File: config.mk
export PLATFORM = sky130hd
export DESIGN_NAME = burst_addr_gen
export DESIGN_NICKNAME = d
export VERILOG_FILES = /design/src/rtl/bag_pkg.sv /design/src/rtl/bag_strobe_arb.sv /design/src/rtl/bag_beat_ctr.sv /design/src/rtl/bag_start_reg.sv /design/src/rtl/burst_addr_gen.sv
export SDC_FILE = /design/constraint.sdc
export NUM_CORES = 1
export LEC_CHECK = 0
export CAP_MARGIN = 20
export CORE_MARGIN = 2
export CORE_UTILIZATION = 41
export CTS_BUF_LIST = sky130_fd_sc_hd__clkbuf_4
export CTS_CLUSTER_SIZE = 14
export DETAILED_ROUTE_END_ITERATION = 10
export PLACE_DENSITY = 0.85
export REMOVE_ABC_BUFFERS = 1
export SETUP_SLACK_MARGIN = 0.3
export SKIP_LAST_GASP = 1
export SYNTH_ARGS = -nofsm -noshare
export SYNTH_HDL_FRONTEND = slang
export SYNTH_SLANG_ARGS = --single-unit
export TNS_END_PERCENT = 5
File: constraint.sdc
create_clock -name clk -period 1 [get_ports clk]
set_input_delay 0.2 -clock clk [delete_from_list [all_inputs] [get_ports clk]]
set_output_delay 0.2 -clock clk [all_outputs]
set_load 0.05 [all_outputs]
File: src/rtl/bag_pkg.sv
// Package for the burst address generator.
// Holds the burst-order type and the mapping from start bits and beat number
// to the low address bits. It assumes bursts of four beats (two low bits).
package bag_pkg;
    localparam int BEAT_W = 2;

    typedef enum logic {
        ORDER_XOR = 1'b0,
        ORDER_ADD = 1'b1
    } burst_order_e;

    // Low address bits for a given start value, beat number and burst order.
    function automatic logic [BEAT_W-1:0] beat_low_bits(
        input logic [BEAT_W-1:0] start,
        input logic [BEAT_W-1:0] beat,
        input burst_order_e      order
    );
        if (order == ORDER_ADD) return start + beat;
        return start ^ beat;
    endfunction
endpackage

File: src/rtl/bag_strobe_arb.sv
// Strobe arbitration for the burst address generator.
// Decides whether this edge loads a new start address, and computes the
// chip-selected value to capture with it. The processor strobe counts only
// while cs1_n is low. The controller strobe always counts.
// All inputs are assumed synchronous to the clock of the caller.
module bag_strobe_arb (
    input  logic proc_strb_n,
    input  logic ctrl_strb_n,
    input  logic cs1_n,
    input  logic cs2,
    input  logic cs3_n,
    output logic load,
    output logic sel_next
);
    logic proc_ok;
    logic ctrl_ok;

    // Qualify each strobe and combine the enables into one select value.
    always_comb begin
        proc_ok  = !proc_strb_n && !cs1_n;
        ctrl_ok  = !ctrl_strb_n;
        load     = proc_ok || ctrl_ok;
        sel_next = !cs1_n && cs2 && !cs3_n;
    end
endmodule

File: src/rtl/bag_beat_ctr.sv
// Beat counter for the burst address generator.
// Clears to zero on a load and otherwise counts up on advance, wrapping
// modulo 2**BEAT_W. A load always wins over an advance in the same cycle.
// Reset is synchronous and active low.
module bag_beat_ctr #(
    parameter int BEAT_W = 2
) (
    input  logic              clk,
    input  logic              rst_n,
    input  logic              load,
    input  logic              adv,
    output logic [BEAT_W-1:0] beat
);
    localparam logic [BEAT_W-1:0] BEAT_ONE = BEAT_W'(1);

    // Restart on load, step on advance, otherwise hold.
    always_ff @(posedge clk) begin
        if (!rst_n)    beat <= '0;
        else if (load) beat <= '0;
        else if (adv)  beat <= beat + BEAT_ONE;
    end
endmodule

File: src/rtl/bag_start_reg.sv
// Start-address and chip-select register for the burst address generator.
// Captures the start address and the combined enable value on a load and
// holds both until the next load. Reset is synchronous and active low.
module bag_start_reg #(
    parameter int ADDR_W = 18
) (
    input  logic              clk,
    input  logic              rst_n,
    input  logic              load,
    input  logic [ADDR_W-1:0] addr_d,
    input  logic              sel_d,
    output logic [ADDR_W-1:0] start_q,
    output logic              sel_q
);
    // Capture address and select together at a load.
    always_ff @(posedge clk) begin
        if (!rst_n) begin
            start_q <= '0;
            sel_q   <= 1'b0;
        end else if (load) begin
            start_q <= addr_d;
            sel_q   <= sel_d;
        end
    end
endmodule

File: src/rtl/burst_addr_gen.sv
// Burst address generator, top level.
// A load from either strobe captures a start address. The two low address
// bits then follow a four-beat burst sequence, stepped by adv_n. The order is
// interleaved or linear, chosen by mode_lin, which is assumed static during a
// burst. Reset is synchronous and active low.
module burst_addr_gen #(
    parameter int ADDR_W = 18
) (
    input  logic              clk,
    input  logic              rst_n,
    input  logic              proc_strb_n,
    input  logic              ctrl_strb_n,
    input  logic              adv_n,
    input  logic              mode_lin,
    input  logic              cs1_n,
    input  logic              cs2,
    input  logic              cs3_n,
    input  logic [ADDR_W-1:0] addr_in,
    output logic [ADDR_W-1:0] addr_out,
    output logic              chip_sel
);
    import bag_pkg::*;

    localparam int HI_W = ADDR_W - BEAT_W;

    logic              load;
    logic              sel_next;
    logic [BEAT_W-1:0] beat;
    logic [ADDR_W-1:0] start_q;
    logic [BEAT_W-1:0] low_bits;

    bag_strobe_arb u_arb (
        .proc_strb_n (proc_strb_n),
        .ctrl_strb_n (ctrl_strb_n),
        .cs1_n       (cs1_n),
        .cs2         (cs2),
        .cs3_n       (cs3_n),
        .load        (load),
        .sel_next    (sel_next)
    );

    bag_beat_ctr #(.BEAT_W(BEAT_W)) u_ctr (
        .clk   (clk),
        .rst_n (rst_n),
        .load  (load),
        .adv   (!adv_n),
        .beat  (beat)
    );

    bag_start_reg #(.ADDR_W(ADDR_W)) u_start (
        .clk     (clk),
        .rst_n   (rst_n),
        .load    (load),
        .addr_d  (addr_in),
        .sel_d   (sel_next),
        .start_q (start_q),
        .sel_q   (chip_sel)
    );

    // Map the start bits and the beat number onto the low address bits.
    always_comb begin
        low_bits = beat_low_bits(start_q[BEAT_W-1:0], beat,
                                 burst_order_e'(mode_lin));
    end

    // Join the fixed upper bits with the sequenced low bits.
    generate
        if (HI_W > 0) begin : g_hi
            assign addr_out = {start_q[ADDR_W-1:BEAT_W], low_bits};
        end else begin : g_lo_only
            assign addr_out = low_bits[ADDR_W-1:0];
        end
    endgenerate
endmodule

==> out/results.ini, run 1 <==
[clocking]
insertion_delay_ps=300
path_clk_slew_ps=120
cts_buffers=3
clockBufferDepth=2
htreeDepth=1
tritoncts=built
cts_sinks=21
root_buffer=clkbuf_4
cts_hold_buffers=0

[timing]
max_slew_margin=0.833
period_needed_ps=1410
tightest_slew_ps=250
clock.fmax_ghz=0.709
hold_viol=0
layout_setup_ws_ps=-410
finalSetupViolations=21
setup_tns_ps=-1510
final.period_utilization=1.41
report.final.slew_viol_count=0
rsz0062_at_grt=yes
skew_ps=0.150

[synthesis]
yosysWarningCount=0
syn_area_per_cell_um2=8.48
synth_area_um2=967
synthCells=114
synth-seq-cells=21
netlist-cell-type-count=22
ys_seq_area_frac=0.435

[floorplanning]
start_util=0.437
num_rows=17
die_h_um=52.6
ios=46
core_um2=2210
die_w_um=52.6
design.die.area_um2=2760

[power_and_ir_drop]
p_comb_frac=0.330
irDropWorstVdd_mv=0.993
power.density_nw_per_um2=1250
p_sw_mw=0.619
intPower_mw=1.43
p_clk_frac=0.210
power_frac_seq=0.460
swShare=0.301
leakagePower_nw=0.642

[final_layout]
nFillCells=161
multi_input_area_um2=413
antennaDiodeCount=0
regArea_um2=425
final_nets=178
layout-drive-gt1-share=0.295
area_delta_synth_final_pct=70.0

[route]
drtAntennaViolNets=0
first_pass_iters=4
drt-initial-drc-count=10
dr_total_vias=841
routed_via_density=4.75
routed_wl_mm=2.09
wl_per_cell_um=11.8
drc=0

[global_route]
grt_pass1_wl_mm=3.39
overflow=0
grt_pass1_vias=837
antenna_found_initial=0
track_usage=0.168
grt_max_degree=27

[status]
violations=setup timing
status=complete, but fails checks

[critical_path]
critPathArrivalTime_ps=1210
r2r_end=u_ctr.beat[1]
required_ps=800
start_kind=flip-flop
crit_buf_inv=1
crit-reg2reg-launch=u_ctr.beat[0]
path_cells=ha_4 -> nand2_4 -> xnor2_4 -> buf_12
cp-end-kind=primary output
cpPeakStageDelay_ps=370
path_delay_family=flip-flops
cp_max_fo=2
reg2reg_depth=5
criticalPathCategory=flip-flop to primary output
rrSetupSlack_ps=-40
crit_slowest_cell=dfxtp_2

[hold_path]
hold_class=primary input to flip-flop
min_delay_path_depth=3
holdPathEnd=u_start.start_q[15]
hold_start=addr_in[15]

[run]
maxCapViolCount=0

[placement]
gp_congestion=0.654
hpwl_mm=1.62
place_ws_ps=-327
portBuffers=45

[metrics by stage]
stage | total power [mW] | hold WS [ps] | cell area, um^2 | std cells | utilization
final | 2.05 | 433 | 1640 | 177 | 0.743
after global routing | 2.14 | 424 | 1640 | 177 | 0.743
after CTS | 2.06 | 424 | 1600 | 176 | 0.722
after detailed placement | 1.62 | 468 | 1540 | 171 | 0.695
after global placement | 1.60 | 455 | 1540 | 171 | 0.695
after floorplan | 1.19 | 321 | 776 | 90 | -
[cells in the final DEF (no fill, tap or decap), drive strengths merged, types with 2 or more instances in the layout]
cell type,count
buf,29
clkdlybuf4s50,26
dfxtp,21
nand2,20
o21ai,20
nand3,18
clkbuf,4
nor2,2
nor2b,2
xnor2,2
[sequential cells by signal, summed over array words and instances (netlist names)]
name             flops
u_start.sel_q        1
u_start.start_q     18
u_ctr.beat           2
[worst min-delay path, delay by kind of cell]
| family | cells | cell delay, ps |
|---|---|---|
| buffers and inverters | 1 | 390 |
| and+or+nand+nor | 1 | 60 |
| AOI/OAI and AO/OA | 1 | 50 |
[cells by family (layout without fill, tap and decap cells)]
family / after synthesis / in the layout / share of synthesized area
xor gates and xnor gates: 3 / 3 / 0.0272
adders and majority gates: 1 / 1 / 0.0129
DFF: 21 / 21 / 0.435
AOI/OAI and AO/OA: 21 / 21 / 0.119
buffers and inverters: 24 / 59 / 0.198
and+or+nand+nor: 44 / 44 / 0.208
[routing by layer]
| metal | track usage | wire length [um] | vias up |
|---|---|---|---|
| li1 | - | - | 433 |
| met1 | 0.188 | 797 | 377 |
| met2 | 0.277 | 1080 | 29 |
| met3 | 0.0714 | 202 | 2 |
| met4 | 0.0726 | 14 | 0 |
| met5 | 0 | 0 | - |
[area by class of cell]
type	count	area share
Multi-Input combinational cell	69	0.251
Timing Repair Buffer	55	0.451
Tap cell	28	0.0213
Clock buffer	4	0.0183
Sequential cell	21	0.259
[power by group through the flow]
stage / combinational, mW / sequential (mW) / clock [mW]
2_1_floorplan: 0.109 / 1.09 / 0
3_5_place_dp: 0.656 / 0.959 / 0
5_1_grt: 0.717 / 0.952 / 0.476
3_3_place_gp: 0.646 / 0.955 / 0
4_1_cts: 0.669 / 0.942 / 0.445
6_report: 0.678 / 0.945 / 0.431
[Yosys cell counts]
master | number | area [um^2]
dfxtp_1 | 21 | 420
nand2_1 | 20 | 75.1
buf_4 | 17 | 128
nand3_1 | 17 | 85.1
o21ai_0 | 16 | 80.1
buf_6 | 2 | 22.5
nor2_1 | 2 | 7.51
nor2b_1 | 2 | 12.5
o21ai_1 | 2 | 10.0
o21ai_2 | 2 | 17.5
xnor2_1 | 2 | 17.5
buf_12 | 1 | 20.0
buf_2 | 1 | 5.00
clkbuf_1 | 1 | 3.75
clkbuf_2 | 1 | 5.00
clkbuf_4 | 1 | 7.51
ha_1 | 1 | 12.5
nand3_2 | 1 | 10.0
nand4_1 | 1 | 6.26
nor3_1 | 1 | 5.00
o211ai_1 | 1 | 7.51
xor2_1 | 1 | 8.76
[worst max-delay path by stage]
stage                       start          end  slack [ps]  cells after the start
6_report       u_start.start_q[0]  addr_out[1]        -410                      4
5_1_grt        u_start.start_q[0]  addr_out[1]        -460                      4
4_1_cts             u_ctr.beat[1]  addr_out[1]        -440                      3
3_5_place_dp             mode_lin  addr_out[1]        -330                      4
2_1_floorplan       u_ctr.beat[0]  addr_out[1]        -530                      3
3_3_place_gp             mode_lin  addr_out[1]        -330                      4
[timing repair]
item	CTS	global route
resized for setup	4	7
endpoints found under the setup margin	40	40
buffers inserted	1	1
pin swaps	0	3
Note: power is estimated with default switching activity, not from simulation.
==> run 2: changes to the inputs <==
--- a/config.mk
+++ b/config.mk
@@ -11,7 +11,7 @@
 export CTS_BUF_LIST = sky130_fd_sc_hd__clkbuf_4
 export CTS_CLUSTER_SIZE = 14
 export DETAILED_ROUTE_END_ITERATION = 10
-export PLACE_DENSITY = 0.85
+export PLACE_DENSITY_LB_ADDON = 0.08
 export REMOVE_ABC_BUFFERS = 1
 export SETUP_SLACK_MARGIN = 0.3
 export SKIP_LAST_GASP = 1
==> run 2 against run 1 <==
Effect of this change:
- the flow still finishes with violations (setup timing)
- clock skew about the same
- via count grew 3.0%
- worst hold slack improved by 14 ps
- critical path type unchanged
- largest cell class unchanged
- highest routed layer unchanged
==> out/results.ini, run 2 (synthesis gave the netlist of run 1 again) <==
[timing]
final.period_utilization=1.42  ; +0.00747
max_slew_margin=0.857  ; +0.0236
layout_setup_ws_ps=-417  ; -7.47 ps
report.final.slew_viol_count=0  ; unchanged
period_needed_ps=1420  ; +7.47 ps
tightest_slew_ps=214  ; -35.5 ps
hold_viol=0  ; unchanged
rsz0062_at_grt=yes
finalSetupViolations=23  ; +9.5%
skew_ps=0.122  ; -0.0284 ps
clock.fmax_ghz=0.706  ; -0.53%

[critical_path]
reg2reg_depth=5  ; unchanged
criticalPathCategory=flip-flop to primary output
start_kind=flip-flop
critPathArrivalTime_ps=1220  ; about the same
r2r_end=u_ctr.beat[1]
rrSetupSlack_ps=-90  ; -50 ps
required_ps=800  ; about the same
crit-reg2reg-launch=u_ctr.beat[0]
cp_max_fo=2  ; unchanged
cp-end-kind=primary output

[hold_path]
min_delay_path_depth=3  ; unchanged
hold_class=primary input to flip-flop
holdPathEnd=u_start.start_q[7]
hold_start=addr_in[7]

[status]
status=complete, but fails checks
violations=setup timing

[floorplanning]
core_um2=2210  ; unchanged
ios=46  ; unchanged
die_w_um=52.6  ; unchanged
start_util=0.437  ; unchanged
num_rows=17  ; unchanged
design.die.area_um2=2760  ; unchanged
die_h_um=52.6  ; unchanged

[clocking]
cts_buffers=3  ; unchanged
cts_sinks=21  ; unchanged
clockBufferDepth=2  ; unchanged
tritoncts=built
root_buffer=clkbuf_4
insertion_delay_ps=290  ; about the same
cts_hold_buffers=0  ; unchanged
path_clk_slew_ps=120  ; about the same
htreeDepth=1  ; unchanged

[route]
first_pass_iters=2  ; -2
drc=0  ; unchanged
drt-initial-drc-count=7  ; -3
dr_total_vias=866  ; +3.0%
routed_via_density=4.84  ; +1.8%
wl_per_cell_um=11.9  ; +0.92%
routed_wl_mm=2.13  ; +2.1%
drtAntennaViolNets=0  ; unchanged

[power_and_ir_drop]
power.density_nw_per_um2=1250  ; -0.13%
irDropWorstVdd_mv=1.14  ; +14%
p_total_mw=2.00  ; -2.6%
leakagePower_nw=0.631  ; -1.8%

[placement]
place_ws_ps=-337  ; -10.3 ps
placed_area_um2=1530  ; -0.16%
hpwl_mm=1.65  ; +2.3%
gp_congestion=0.720  ; +10%
portBuffers=45  ; unchanged
place_inst=174  ; +1.8%

[final_layout]
area_delta_synth_final_pct=65.8
final_cell_mix=26 x clkdlybuf4s50_1, 19 x nand2_1, 19 x buf_12, 17 x nand3_1, 17 x dfxtp_1
layout-drive-gt1-share=0.305  ; +0.00933
finalNonFillerCells=179  ; +1.1%
top_register=u_start.start_q
mostFrequentLayoutCell=clkdlybuf4s50_1
stdcell_area_um2=1600  ; -2.4%
largestRegisters=u_start.start_q x18, u_ctr.beat x2, u_start.sel_q x1
antennaDiodeCount=0  ; unchanged
largest_reg_flops=18  ; unchanged
final_nets=180  ; +1.1%
post-route-util=0.725  ; -0.0181

[global_route]
track_usage=0.170  ; +0.00110
grt_pass1_wl_mm=3.48  ; +2.7%
grt_pass1_vias=866  ; +3.5%
grt_max_degree=21  ; -22%
overflow=0  ; unchanged
antenna_found_initial=0  ; unchanged

[run]
maxCapViolCount=0  ; unchanged

==> run 2: cell types whose count changed in the layout (fill, tap and decap cells not counted), sizes merged <==
cell / previous run / this run
clkinv: 0 / 1
clkbuf: 4 / 3
buf: 29 / 31
==> run 2: what timing repair did <==
action                                  in CTS  in global routing
setup buffers                                1                  0
pin swaps                                    1                  2
endpoints found under the setup margin      40                 40
cloned                                       0                  0
resized for setup                            6                  2
==> run 2: how the worst max path moves through the flow <==
stage	start	endpoint	slack, ps	cells after the start
after floorplan	u_ctr.beat[0]	addr_out[1]	-530	3
after global placement	mode_lin	addr_out[1]	-330	4
after detailed placement	mode_lin	addr_out[1]	-340	4
after CTS	u_ctr.beat[0]	addr_out[1]	-420	4
after global routing	u_ctr.beat[1]	addr_out[1]	-460	3
final	u_ctr.beat[1]	addr_out[1]	-420	3
==> run 2: cell type report <==
cell class | count | area, um^2
clock buffer | 3 | 22.5
clock inverter | 1 | 5.00
fill | 191 | 608
multi-input combinational | 69 | 385
sequential | 21 | 425
tap | 28 | 35.0
timing repair buffer | 57 | 731
==> run 2: per-layer routing <==
layer	routed length, um	part of all wire	up-vias	track usage
li1	-	-	437	-
met1	839	0.39	405	0.172
met2	1150	0.54	22	0.331
met3	130	0.061	2	0.0429
met4	13	0.0061	0	0.0513
met5	0	0	-	0
==> run 2: worst max-delay path, stage by stage, from the launching register on <==
cell     delay (ps)
dfxtp_2         350
xor2_2          180
xnor2_2         220
buf_12          170
==> run 2: through the flow <==
step                hold WS, ps  TNS [ps]
CTS                         446     -1700
global route                464     -3430
detailed placement          471     -6430
finish                      447     -1480
floorplan                   321     -5660
global placement            451     -5760
==> run 2: power by group <==
group | switching, mW | leakage [nW] | internal [mW]
clock network | 0.249 | 0.0177 | 0.149
registers | 0.0526 | 0.175 | 0.890
logic | 0.311 | 0.438 | 0.349
==> run 3: changes to the inputs <==
--- a/config.mk
+++ b/config.mk
@@ -9,6 +9,7 @@
 export CORE_MARGIN = 2
 export CORE_UTILIZATION = 41
 export CTS_BUF_LIST = sky130_fd_sc_hd__clkbuf_4
+export CTS_CLUSTER_DIAMETER = 120
 export CTS_CLUSTER_SIZE = 14
 export DETAILED_ROUTE_END_ITERATION = 10
 export PLACE_DENSITY_LB_ADDON = 0.08
==> results of run 3 <==
Same layout as run 2: the final DEF is identical, and so are final timing and power.
